[config.mk]
export PLATFORM = sky130hd
export DESIGN_NAME = dual_rail_encoder
export DESIGN_NICKNAME = d
export VERILOG_FILES = /design/src/rtl/dre_pkg.sv /design/src/rtl/dre_thresh_gate.sv /design/src/rtl/dre_rail_net.sv /design/src/rtl/dre_completion.sv /design/src/rtl/dual_rail_encoder.sv
export SDC_FILE = /design/constraint.sdc
export NUM_CORES = 1
export LEC_CHECK = 0
export BUFFER_PORTS_ARGS = -buffer_cell sky130_fd_sc_hd__buf_2
export CAP_MARGIN = 40
export CORE_AREA = 10 10 47 49
export CTS_CLUSTER_DIAMETER = 200
export DETAILED_ROUTE_END_ITERATION = 7
export DIE_AREA = 0 0 57 59
export PLACE_DENSITY = 0.55
export SLEW_MARGIN = 20
export SYNTH_ARGS = -nofsm -noshare
export SYNTH_HDL_FRONTEND = slang
export SYNTH_SLANG_ARGS = --single-unit
[constraint.sdc]
create_clock -name clk -period 1 [get_ports clk]
set_input_delay 0.2 -clock clk [delete_from_list [all_inputs] [get_ports clk]]
set_output_delay 0.2 -clock clk [all_outputs]
set_load 0.005 [all_outputs]
[src/rtl/dre_pkg.sv]
package dre_pkg;
  parameter int unsigned ENC_INPUTS = 4;
  localparam int unsigned ENC_CODE = $clog2(ENC_INPUTS);

  typedef struct packed {
    logic [ENC_CODE-1:0] hi;
    logic [ENC_CODE-1:0] lo;
  } railStrobe_t;
endpackage

[src/rtl/dre_thresh_gate.sv]
module dre_thresh_gate (
  input  logic clk,
  input  logic rstN,
  input  logic setFn,
  input  logic anyIn,
  output logic q
);
  // Sets when the set function is true, clears only once all inputs are 0.
  always_ff @(posedge clk) begin
    if (!rstN)       q <= 1'b0;
    else if (setFn)  q <= 1'b1;
    else if (!anyIn) q <= 1'b0;
  end
endmodule

[src/rtl/dre_rail_net.sv]
module dre_rail_net
  import dre_pkg::*;
#(
  parameter int unsigned NumIn = ENC_INPUTS,
  localparam int unsigned NumCode = $clog2(NumIn)
) (
  input  logic               clk,
  input  logic               rstN,
  input  logic [NumIn-1:0]   inTrue,
  input  logic [NumIn-1:0]   inFalse,
  output logic [NumCode-1:0] railHi,
  output logic [NumCode-1:0] railLo
);
  logic [NumCode-1:0] setHi, anyHi, setLo, anyLo;

  // True rail of bit k: OR of true rails of lines whose index has bit k set.
  // Dual false rail: AND of the false rails of the same lines.
  always_comb begin
    for (int k = 0; k < NumCode; k++) begin
      setHi[k] = 1'b0;
      anyHi[k] = 1'b0;
      setLo[k] = 1'b1;
      anyLo[k] = 1'b0;
      for (int i = 0; i < NumIn; i++) begin
        if (((i >> k) & 1) == 1) begin
          setHi[k] = setHi[k] | inTrue[i];
          anyHi[k] = anyHi[k] | inTrue[i];
          setLo[k] = setLo[k] & inFalse[i];
          anyLo[k] = anyLo[k] | inFalse[i];
        end
      end
    end
  end

  for (genvar k = 0; k < NumCode; k++) begin : g_bit
    dre_thresh_gate hiGate_i (
      .clk(clk), .rstN(rstN), .setFn(setHi[k]), .anyIn(anyHi[k]), .q(railHi[k])
    );
    dre_thresh_gate loGate_i (
      .clk(clk), .rstN(rstN), .setFn(setLo[k]), .anyIn(anyLo[k]), .q(railLo[k])
    );
  end
endmodule

[src/rtl/dre_completion.sv]
module dre_completion
  import dre_pkg::*;
#(
  parameter int unsigned NumIn = ENC_INPUTS
) (
  input  logic             clk,
  input  logic             rstN,
  input  railStrobe_t      rails,
  input  logic [NumIn-1:0] inGo,
  output logic             done
);
  logic [ENC_CODE-1:0] pairDone;
  logic allHigh, allLow;

  always_comb begin
    pairDone = rails.hi | rails.lo;   // local OR detectors
    allHigh  = (&pairDone) & (&inGo);
    allLow   = ~(|pairDone) & ~(|inGo);
  end

  // Multi-input C-element
  always_ff @(posedge clk) begin
    if (!rstN)        done <= 1'b0;
    else if (allHigh) done <= 1'b1;
    else if (allLow)  done <= 1'b0;
  end
endmodule

[src/rtl/dual_rail_encoder.sv]
module dual_rail_encoder
  import dre_pkg::*;
(
  input  logic                  clk,
  input  logic                  rstN,
  input  logic [ENC_INPUTS-1:0] inTrue,
  input  logic [ENC_INPUTS-1:0] inFalse,
  input  logic [ENC_INPUTS-1:0] inGo,
  output logic [ENC_CODE-1:0]   outTrue,
  output logic [ENC_CODE-1:0]   outFalse,
  output logic                  done
);
  railStrobe_t rails;

  dre_rail_net #(.NumIn(ENC_INPUTS)) net_i (
    .clk(clk), .rstN(rstN), .inTrue(inTrue), .inFalse(inFalse),
    .railHi(rails.hi), .railLo(rails.lo)
  );

  dre_completion #(.NumIn(ENC_INPUTS)) compl_i (
    .clk(clk), .rstN(rstN), .rails(rails), .inGo(inGo), .done(done)
  );

  assign outTrue  = rails.hi;
  assign outFalse = rails.lo;
endmodule

# Word level (Yosys, flattened, before mapping)
# Cells that the tools add are included.
# classes
bitwise_logic	11
eq_ne	2
reduce_logical	5
n_mux	8
# ops
cell	count
2-to-1 mux 1 bit	8
AND 1 bit	4
!= test 2 bit, second input constant	2
OR 1 bit	4
AND reduction 4 bit	1
OR reduction 4 bit	1
NOT 1 bit	2
OR 2 bit	1
AND reduction 2 bit	1
nonzero test 2 bit	1
OR reduction 2 bit	1
# word_totals
in_bits	14
word_cells	31
reg_bits	5

# Longest topological paths before layout
# Gate-level depths: netlist (run 1).
# depth
word_depth	6
ltp_mapped	3
mapped_depth_nobuf	3

# Modules after synthesis
# A second synthesis (run 1) with hierarchy kept.
# hier_totals
cells_unflattened	27
hier_area_um2	234.0
# modules_own_cells
module	seq_area_each_um2	cells_per_inst	instances	area_per_inst_um2
dre_thresh_gate	20.0	3	4	31.3
dre_completion	20.0	9	1	68.8
dre_rail_net	0.0	6	1	40.0

# Least setup slack after synthesis (run 1)
# No wires, ideal clock.
# synth_timing
path_kind	input to register
start	input port inGo[1]
end	register compl_i.done
t_required_ns	0.884
setup_ns	0.116
stages	3
arrival_time_ns	0.732
slack_ns	0.153
path_buffers	0
path_cell_list	nor4_2 nand3_1 a31o_1
# synth_between
elab_chain_len	4
word_cells_on_any_way	7
classes_between	mux: 1; bitwise: 3; reduce/logical: 3
# synth_lines
element	line	source
from (decl)	dual_rail_encoder.sv:8	input logic [ENC_INPUTS-1:0] inGo,
OR reduction 4 bit	dre_completion.sv:18	allLow = ~(|pairDone) & ~(|inGo);
NOT 1 bit	dre_completion.sv:18	
AND 1 bit	dre_completion.sv:18	
nonzero test 2 bit (no source line)	--	
to (signal assigned)	dre_completion.sv:23	if (!rstN) done <= 1'b0;
to (signal assigned)	dre_completion.sv:24	else if (allHigh) done <= 1'b1;
to (signal assigned)	dre_completion.sv:25	else if (allLow) done <= 1'b0;
to (decl)	dre_completion.sv:10	output logic done
# Parallel ways exist; a longest one is shown, timed or not.
# A chain may end at the register's enable or synchronous reset.

# Final worst setup path (run 1)
# layout_timing
start	register net_i.g_bit[1].loGate_i.q
end	output port outFalse[1]
# layout_rtl
element	line	source
from (decl)	dre_thresh_gate.sv:6	output logic q
from (signal assigned)	dre_thresh_gate.sv:10	if (!rstN) q <= 1'b0;
from (signal assigned)	dre_thresh_gate.sv:11	else if (setFn) q <= 1'b1;
from (signal assigned)	dre_thresh_gate.sv:12	else if (!anyIn) q <= 1'b0;
to (decl)	dual_rail_encoder.sv:10	output logic [ENC_CODE-1:0] outFalse,
# No word-level cell between the ends.

==> results.ini, run 1 <==
[setup_path]
cp_top_family=flip-flops
cp_cell_sequence=buf_2
cp_slowest_cell=dfxtp_1
regToRegEndpoint=compl_i.done
worstSetupStartpoint=net_i.g_bit[1].loGate_i.q
setup.worst_path.start_class=flop
cp.depth=1
endpoint_kind=output pin
cp.required_ps=800
reg2reg_from=net_i.g_bit[1].loGate_i.q
worstPathMaxFanout=3
reg2reg_depth=3
cpPeakStageDelay_ps=340
worst-setup-path-type=reg2out
arrival_ps=710
rrSetupSlack_ps=130
crit_buf_inv=1
setup.worst_path.end=outFalse[1]

[floorplanning]
start_util=0.179
die_w_um=57
core_um2=1400
ios=19
die_area_um2=3360
chipHeight_um=59
num_rows=14

[clock_tree]
clk_latency_ps=240
clock_sinks=5
cts_tree=yes
numCtsBuffers=3
cts-resized-gates=0
root_buffer=clkbuf_4
post_cts_buffers=0
h-tree-depth=1
cts.hold.buffers_added=0
clock_path_buffers=2
clkTransAtPathRegs_ps=50

[logic_synthesis]
synthCells=25
yosysTopAreaCell=dfxtp_1
yosysWarnings=0
syn_avg_cell_area_um2=10.1
synth-seq-cells=5
synth-seq-area-share=0.398
syn_nets=41
synth_area_um2=251
synth_top_area_frac=0.398
synth_cell_types=12
synthTopCellsByArea=dfxtp_1, buf_4, ha_1, mux2i_1, o21a_1

[power]
p_leak_nw=0.170
cellInternalPower_mw=0.401
max-vdd-ir-drop_uv=652
swShare=0.233
seq_power_share=0.412
power_density_nw_per_um2=1500
p_sw_mw=0.121
clkPwrFrac=0.449
p_comb_frac=0.138

[final_layout]
final_cells=57
syn_to_final_growth_pct=38.3
nNetsFinal=58
diodes=0
drive_gt1_frac=0.488
n_fill_cell=166

[routing]
via_count=223
wl_per_cell_um=11.5
routed_via_density=3.91
ant_nets=0
drc=0
first_iter_violations=3
dr.pass1.iters=5
wl_um=657

[grt]
grt_overflow=0
antenna_found_initial=0
grt_usage=0.0454
grt_pass1_vias=266
grt_pass1_wl_mm=1.13
grt_max_degree=7

[timing]
fin_crit_sh=0.911
rsz0062_at_grt=no
max_freq_mhz=1100
fin_ws_ps=88.8
fin_crit_ps=911
setup_violations=0
finalHoldViolCount=0
clock_skew_ps=5.51
finalMaxSlewViolations=0
worst_pin_slew_ps=223
slew_headroom=0.850

[placement]
hpwl_um=572
port_buffers=16
place_congestion=0.692
placed_cells=53
pre_cts_ws_ps=-10.2

[flow_run]
max_cap_violations=0

[min_path]
hold_depth=2
hold_path_class=in2reg

[run_status]
status=finished clean

==> stage by stage <==
step / util / total power, mW / hold WS, ps / TNS, ps / instance area [um^2]
final: 0.248 / 0.522 / 163 / 0 / 348
after CTS: 0.248 / 0.536 / 158 / 0 / 348
after global placement: 0.229 / 0.291 / 404 / -5.27 / 322
after global routing: 0.248 / 0.562 / 160 / 0 / 348
after floorplan: - / 0.261 / 310 / 0 / 251
after detailed placement: 0.229 / 0.293 / 404 / -10.2 / 322
==> final cells by class <==
cell class | count | area [um^2] | area share
sequential | 5 | 100 | 0.288
clock buffer | 4 | 26.3 | 0.0755
timing repair buffer | 16 | 80.1 | 0.230
multi-input combinational | 16 | 121 | 0.349
tap | 16 | 20.0 | 0.0576
==> logic make-up (layout without fill, tap and decap cells) <==
kind of cell    Yosys count  in the layout  synth area share
compound gates            3              3            0.0945
fa+ha+maj                 2              2            0.0995
buf+inv                   4             20             0.119
flops                     5              5             0.398
mux                       2              2            0.0796
simple gates              9              9             0.209
==> flip-flops by register name (all words and copies together) (netlist names) <==
signal / count
net_i.g_bit.loGate_i.q: 2
compl_i.done: 1
net_i.g_bit.hiGate_i.q: 2
==> worst min-delay path by stage <==
stage / startpoint / endpoint
after CTS: inTrue[1] / net_i.g_bit[0].hiGate_i.q
after detailed placement: inTrue[1] / net_i.g_bit[0].hiGate_i.q
after floorplan: inTrue[1] / net_i.g_bit[0].hiGate_i.q
after global routing: inTrue[2] / net_i.g_bit[1].hiGate_i.q
after global placement: inTrue[1] / net_i.g_bit[0].hiGate_i.q
final: inTrue[1] / net_i.g_bit[0].hiGate_i.q
==> per-layer routing <==
layer,track usage,part of all wire,wire (um)
met1,0.0451,0.49,319
met3,0.0386,0.099,65
met5,0,0,0
met4,0.0201,0,0
met2,0.0667,0.41,272
==> synth_stat cells (all sizes together) <==
cell type / instances
mux2i: 2
nand3: 2
ha: 2
nor2: 2
a31o: 1
nor4: 2
dfxtp: 5
o21a: 2
nor2b: 2
buf: 4
nand2: 1
==> placed cells by master (no fill, tap or decap), types with 2 or more instances in the layout <==
master,instances
buf_2,16
clkbuf_4,3
dfxtp_1,5
ha_1,2
mux2i_1,2
nand3_1,2
nor2_1,2
nor2b_1,2
o21a_1,2
==> power groups by stage <==
stage,clock (mW),combinational [mW],sequential [mW]
6_report,0.235,0.0723,0.215
5_1_grt,0.263,0.0835,0.216
4_1_cts,0.246,0.0745,0.215
3_5_place_dp,0,0.0741,0.219
3_3_place_gp,0,0.0716,0.219
2_1_floorplan,0,0.0425,0.218
Power figures use the tool's default switching activity.
==> inputs of run 2 (changes only) <==
--- a/config.mk
+++ b/config.mk
@@ -11,8 +11,9 @@
 export CTS_CLUSTER_DIAMETER = 200
 export DETAILED_ROUTE_END_ITERATION = 7
 export DIE_AREA = 0 0 57 59
-export PLACE_DENSITY = 0.55
+export PLACE_DENSITY = 0.54
 export SLEW_MARGIN = 20
 export SYNTH_ARGS = -nofsm -noshare
 export SYNTH_HDL_FRONTEND = slang
+export SYNTH_HIERARCHICAL = 1
 export SYNTH_SLANG_ARGS = --single-unit
==> run 2 against run 1 <==
  * Critical path depth unchanged
  * Die area unchanged
  * Design area up 3.6%
  * Critical path type unchanged
  * Highest routed layer unchanged
==> results.ini, run 2 <==
[floorplanning]
chipHeight_um=59  ; unchanged
start_util=0.167  ; -0.0125
die_area_um2=3360  ; unchanged
core_um2=1400  ; unchanged
num_rows=14  ; unchanged
die_w_um=57  ; unchanged
ios=19  ; unchanged

[logic_synthesis]
synth.area.mux_share=0  ; -0.0796
synth_xor_area_frac=0  ; unchanged
synth_top_family_by_area=simple AND/OR/NAND/NOR gates
syn_avg_cell_area_um2=8.67  ; -14%
synth.most_common_cell=dfxtp_1
synth-seq-cells=5  ; unchanged
synth-compound-area-share=0.123  ; +0.0285
synth_cell_types=11  ; -1
yosysTopAreaCell=dfxtp_1
yosysWarnings=6  ; +6
synth-simple-area-share=0.449  ; +0.240
ys_top_cells_by_count=dfxtp_1, a21oi_1, nor2b_1, or2_1
synth_top_area_frac=0.428  ; +0.0298
synthAdderAreaFrac=0  ; -0.0995
synthTopCellsByArea=dfxtp_1, nor2b_1, or2_1, a21oi_1, and2_2
synthCells=27  ; +8.0%
synth_ff_type=dfxtp_1
synth-seq-area-share=0.428  ; +0.0298
syn_nets=41  ; unchanged
synth_area_um2=234  ; -7.0%
synth_edf_count=0  ; unchanged
synthArstFlopShare=0  ; unchanged

[final_layout]
nNetsFinal=62  ; +6.9%
drive_gt1_frac=0.468  ; -0.0197
syn_to_final_growth_pct=54.0
final_cells=63  ; +11%
final_common_cell=buf_2
layout.cells.most_common_list=buf_2, dfxtp_1, or2_1, a21oi_1, nor2b_1
utilization=0.257  ; +0.00893
biggestRegsByFlops=net_i/g_bit.hiGate_i/q x2, net_i/g_bit.loGate_i/q x2, compl_i/done x1
diodes=0  ; unchanged

[setup_path]
cp.required_ps=800  ; about the same
endpoint_kind=output pin
worstPathMaxFanout=3  ; unchanged
arrival_ps=710  ; about the same
cp_top_family=flip-flops
crit_buf_inv=1  ; unchanged
cp_cell_sequence=buf_2
cp_slowest_cell=dfxtp_1
setup.worst_path.start_class=flop
cpPeakStageDelay_ps=340  ; about the same
worst-setup-path-type=reg2out

[clock_tree]
clkTransAtPathRegs_ps=40  ; about the same
h-tree-depth=1  ; unchanged
cts_tree=yes
cts.hold.buffers_added=0  ; unchanged
clk_latency_ps=240  ; about the same
clock_sinks=5  ; unchanged
clock_path_buffers=2  ; unchanged
root_buffer=clkbuf_4
numCtsBuffers=3  ; unchanged
post_cts_buffers=0  ; unchanged
cts-resized-gates=0  ; unchanged

[routing]
first_iter_violations=0  ; -3
dr.pass1.iters=1  ; -4
wl_per_cell_um=10.2  ; -11%
routed_via_density=3.79  ; -3.0%
via_count=239  ; +7.2%
drc=0  ; unchanged
ant_nets=0  ; unchanged
wl_um=644  ; -2.0%

[timing]
rsz0062_at_grt=no
worst_pin_slew_ps=222  ; -0.879 ps
setup_violations=0  ; unchanged
setup_tns_ps=0  ; unchanged
finalMaxSlewViolations=0  ; unchanged
max_freq_mhz=1100  ; +0.41%
finalHoldViolCount=0  ; unchanged
fin_crit_sh=0.907  ; -0.00373
clock_skew_ps=0.0842  ; -5.43 ps
slew_headroom=0.850  ; about the same
fin_crit_ps=907  ; -3.73 ps

[grt]
grt_pass1_vias=259  ; -2.6%
grt_usage=0.0407  ; -0.00468
grt_pass1_wl_mm=1.03  ; -9.1%
antenna_found_initial=0  ; unchanged
grt_max_degree=7  ; unchanged
grt_overflow=0  ; unchanged

[flow_run]
max_cap_violations=0  ; unchanged

[placement]
hpwl_um=554  ; -3.1%
port_buffers=16  ; unchanged
place_congestion=0.640  ; -7.4%
placed_cells=59  ; +11%

[run_status]
status=finished clean

[power]
p_leak_nw=0.165  ; -3.0%
max-vdd-ir-drop_uv=609  ; -6.5%
power_density_nw_per_um2=1450  ; -3.5%

[min_path]
hold_path_class=in2reg

[run 2: changes by cell type in the layout (fill, tap and decap cells not counted), sizes merged]
cell and change:
and2 +2, mux2i -2, nor2b +2, a21oi +4, o21a -2, ha -2, or2 +4
[run 2: report_power, final]
part | switching, mW | total (mW) | internal [mW]
logic | 0.0325 | 0.0732 | 0.0407
clock network | 0.0786 | 0.229 | 0.151
registers | 0.00776 | 0.220 | 0.212
total | 0.119 | 0.522 | 0.403
[run 2: worst paths after layout]
path | from | end | slack [ps] | depth (start not counted)
worst max-delay path | net_i/g_bit[1].hiGate_i/q | outTrue[1] | 90 | 1
worst min-delay path | rstN | net_i/g_bit[0].loGate_i/q | 260 | 2
worst max register to register | net_i/g_bit[1].loGate_i/q | compl_i/done | 110 | 3
worst min register to register | compl_i/done | compl_i/done | 480 | 1
[run 2: layout make-up]
class | instances | area, um^2
clock buffers | 4 | 26.3
multi-input cells | 22 | 134
well taps | 16 | 20.0
flip-flops and latches | 5 | 100
fillers | 170 | 1040
repair buffers | 16 | 80.1
[run 2: metrics by stage]
stage | hold slack (ps) | setup slack (ps) | total power [mW] | instance area (um^2)
finish | 255 | 92.6 | 0.522 | 360
detailed placement | 475 | -8.08 | 0.298 | 334
global placement | 461 | -0.0516 | 0.296 | 334
global route | 262 | 31.5 | 0.557 | 360
floorplan | 328 | 153 | 0.253 | 234
CTS | 247 | 80.5 | 0.533 | 360
[run 2: cells by family after synthesis]
logic type	Yosys count
and+or+nand+nor	17
DFF	5
AOI/OAI and AO/OA	5
[run 2: layer usage]
metal  GRT usage  wire length [um]  vias to the layer above
met1      0.0358               290                       97
met4      0.0201                 0                        0
met5           0                 0                        -
met3      0.0429                79                        0
li1            -                 -                      133
met2      0.0589               275                        9
==> inputs of run 3 (changes only) <==
--- a/config.mk
+++ b/config.mk
@@ -11,7 +11,7 @@
 export CTS_CLUSTER_DIAMETER = 200
 export DETAILED_ROUTE_END_ITERATION = 7
 export DIE_AREA = 0 0 57 59
-export PLACE_DENSITY = 0.54
+export PLACE_DENSITY_LB_ADDON = 0.25
 export SLEW_MARGIN = 20
 export SYNTH_ARGS = -nofsm -noshare
 export SYNTH_HDL_FRONTEND = slang
==> run 3 against run 2 <==
  * Sequential power is essentially flat
  * Clock skew increased by 1.3 ps
  * Total power grew 2.0%
  * Die area did not move
  * Setup slack got worse by 27 ps
  * Critical path depth is the same
  * Cell count stayed put
  * Design area unchanged
  * Non-clock buffer count did not move
  * Combinational power grew 1%
  * First-iteration DRC count did not move
==> results.ini, run 3 (synthesis results as in run 2) <==
[run_status]
status=finished clean

[min_path]
min_to=net_i/g_bit[1].hiGate_i/q
hold_path_class=in2reg
hold_depth=2  ; unchanged
hold_start=rstN

[clock_tree]
h-tree-depth=1  ; unchanged
clkTransAtPathRegs_ps=40  ; about the same
clk_latency_ps=240  ; about the same
cts-resized-gates=0  ; unchanged
root_buffer=clkbuf_4
numCtsBuffers=3  ; unchanged
post_cts_buffers=0  ; unchanged
cts_tree=yes
clock_sinks=5  ; unchanged
clock_path_buffers=2  ; unchanged
cts.hold.buffers_added=0  ; unchanged

[setup_path]
reg2reg_from=net_i/g_bit[1].loGate_i/q
endpoint_kind=output pin
setup.worst_path.start_class=flop
cp_top_family=flip-flops
arrival_ps=730  ; +20 ps
crit_buf_inv=1  ; unchanged
cp_cell_sequence=buf_2
regToRegEndpoint=compl_i/done
cp.required_ps=800  ; about the same
worst-setup-path-type=reg2out
cp_slowest_cell=dfxtp_1
rrSetupSlack_ps=110  ; about the same
reg2reg_depth=3  ; unchanged
cpPeakStageDelay_ps=350  ; about the same
worstPathMaxFanout=3  ; unchanged

[grt]
grt_max_degree=7  ; unchanged
antenna_found_initial=0  ; unchanged
grt_usage=0.0437  ; +0.00303
grt_overflow=0  ; unchanged
grt_pass1_wl_mm=1.08  ; +5.4%
grt_pass1_vias=286  ; +10%

[power]
p_comb_frac=0.139  ; about the same
max-vdd-ir-drop_uv=776  ; +27%
p_sw_mw=0.129  ; +8.6%
clkPwrFrac=0.447  ; +0.008
swShare=0.242  ; +0.0146
cellInternalPower_mw=0.404  ; about the same
p_leak_nw=0.165  ; unchanged
seq_power_share=0.414  ; -0.007
power_density_nw_per_um2=1480  ; +2.0%

[final_layout]
utilization=0.257  ; unchanged
layout.cells.most_common_list=buf_2, dfxtp_1, or2_1, a21oi_1, nor2b_1
nNetsFinal=62  ; unchanged
syn_to_final_growth_pct=54.0  ; unchanged
diodes=0  ; unchanged
biggestRegsByFlops=net_i/g_bit.hiGate_i/q x2, net_i/g_bit.loGate_i/q x2, compl_i/done x1
drive_gt1_frac=0.468  ; unchanged
final_common_cell=buf_2

[routing]
via_count=260  ; +8.8%
ant_nets=0  ; unchanged
dr.pass1.iters=1  ; unchanged
routed_via_density=4.13  ; +8.8%
wl_um=691  ; +7.3%
first_iter_violations=0  ; unchanged
drc=0  ; unchanged
wl_per_cell_um=11.0  ; +7.3%

[floorplanning]
chipHeight_um=59  ; unchanged
die_area_um2=3360  ; unchanged
start_util=0.167  ; unchanged
ios=19  ; unchanged
core_um2=1400  ; unchanged
die_w_um=57  ; unchanged
num_rows=14  ; unchanged

[flow_run]
max_cap_violations=0  ; unchanged

[timing]
slew_headroom=0.848  ; -0.00286
rsz0062_at_grt=no
worst_pin_slew_ps=226  ; +4.26 ps
finalHoldViolCount=0  ; unchanged
fin_crit_ps=934  ; +26.6 ps
setup_tns_ps=0  ; unchanged
clock_skew_ps=1.40  ; +1.31 ps
max_freq_mhz=1070  ; -2.9%
fin_crit_sh=0.934  ; +0.0266
setup_violations=0  ; unchanged
finalMaxSlewViolations=0  ; unchanged

[placement]
place_congestion=0.592  ; -7.6%
port_buffers=16  ; unchanged

==> run 3: cell counts in the layout (fill, tap and decap cells not counted) <==
Identical to the previous run, type by type.
==> run 3: final cells by class <==
type,instances,area (um^2)
clock buffer,4,26.3
timing repair buffer,16,80.1
multi-input combinational,22,134
tap,16,20.0
fill,163,1040
sequential,5,100
==> run 3: worst max path at each step <==
stage | from | to | slack, ps | cells after the start
after floorplan | inGo[1] | compl_i/done | 150 | 3
after global placement | inGo[1] | compl_i/done | -0.8 | 4
after detailed placement | inGo[1] | compl_i/done | 1 | 4
after CTS | net_i/g_bit[0].hiGate_i/q | outTrue[0] | 60 | 1
after global routing | net_i/g_bit[0].hiGate_i/q | outTrue[0] | 20 | 1
final | net_i/g_bit[0].hiGate_i/q | outTrue[0] | 70 | 1
==> run 3: power groups by stage <==
stage | sequential, mW | combinational [mW] | clock [mW]
after floorplan | 0.224 | 0.0296 | 0
after global placement | 0.224 | 0.0731 | 0
after detailed placement | 0.224 | 0.0739 | 0
after CTS | 0.220 | 0.0745 | 0.247
after global routing | 0.221 | 0.0832 | 0.267
final | 0.221 | 0.0740 | 0.238
==> run 3: per-stage QoR <==
stage               setup slack [ps]  power [mW]  cell area [um^2]  hold slack, ps  std cells
finish                          65.9       0.533               360             249         63
global route                    23.0       0.571               360             245         63
CTS                             59.2       0.542               360             240         63
detailed placement              1.23       0.298               334             463         59
global placement              -0.753       0.297               334             460         59
floorplan                        153       0.253               234             328         27
==> run 3: metal layers <==
metal / wire (um) / vias up / GRT usage
met5: 0 / - / 0
met3: 199 / 0 / 0.0773
met2: 200 / 21 / 0.0450
met1: 290 / 106 / 0.0393
met4: 0 / 0 / 0.0101
li1: - / 133 / -
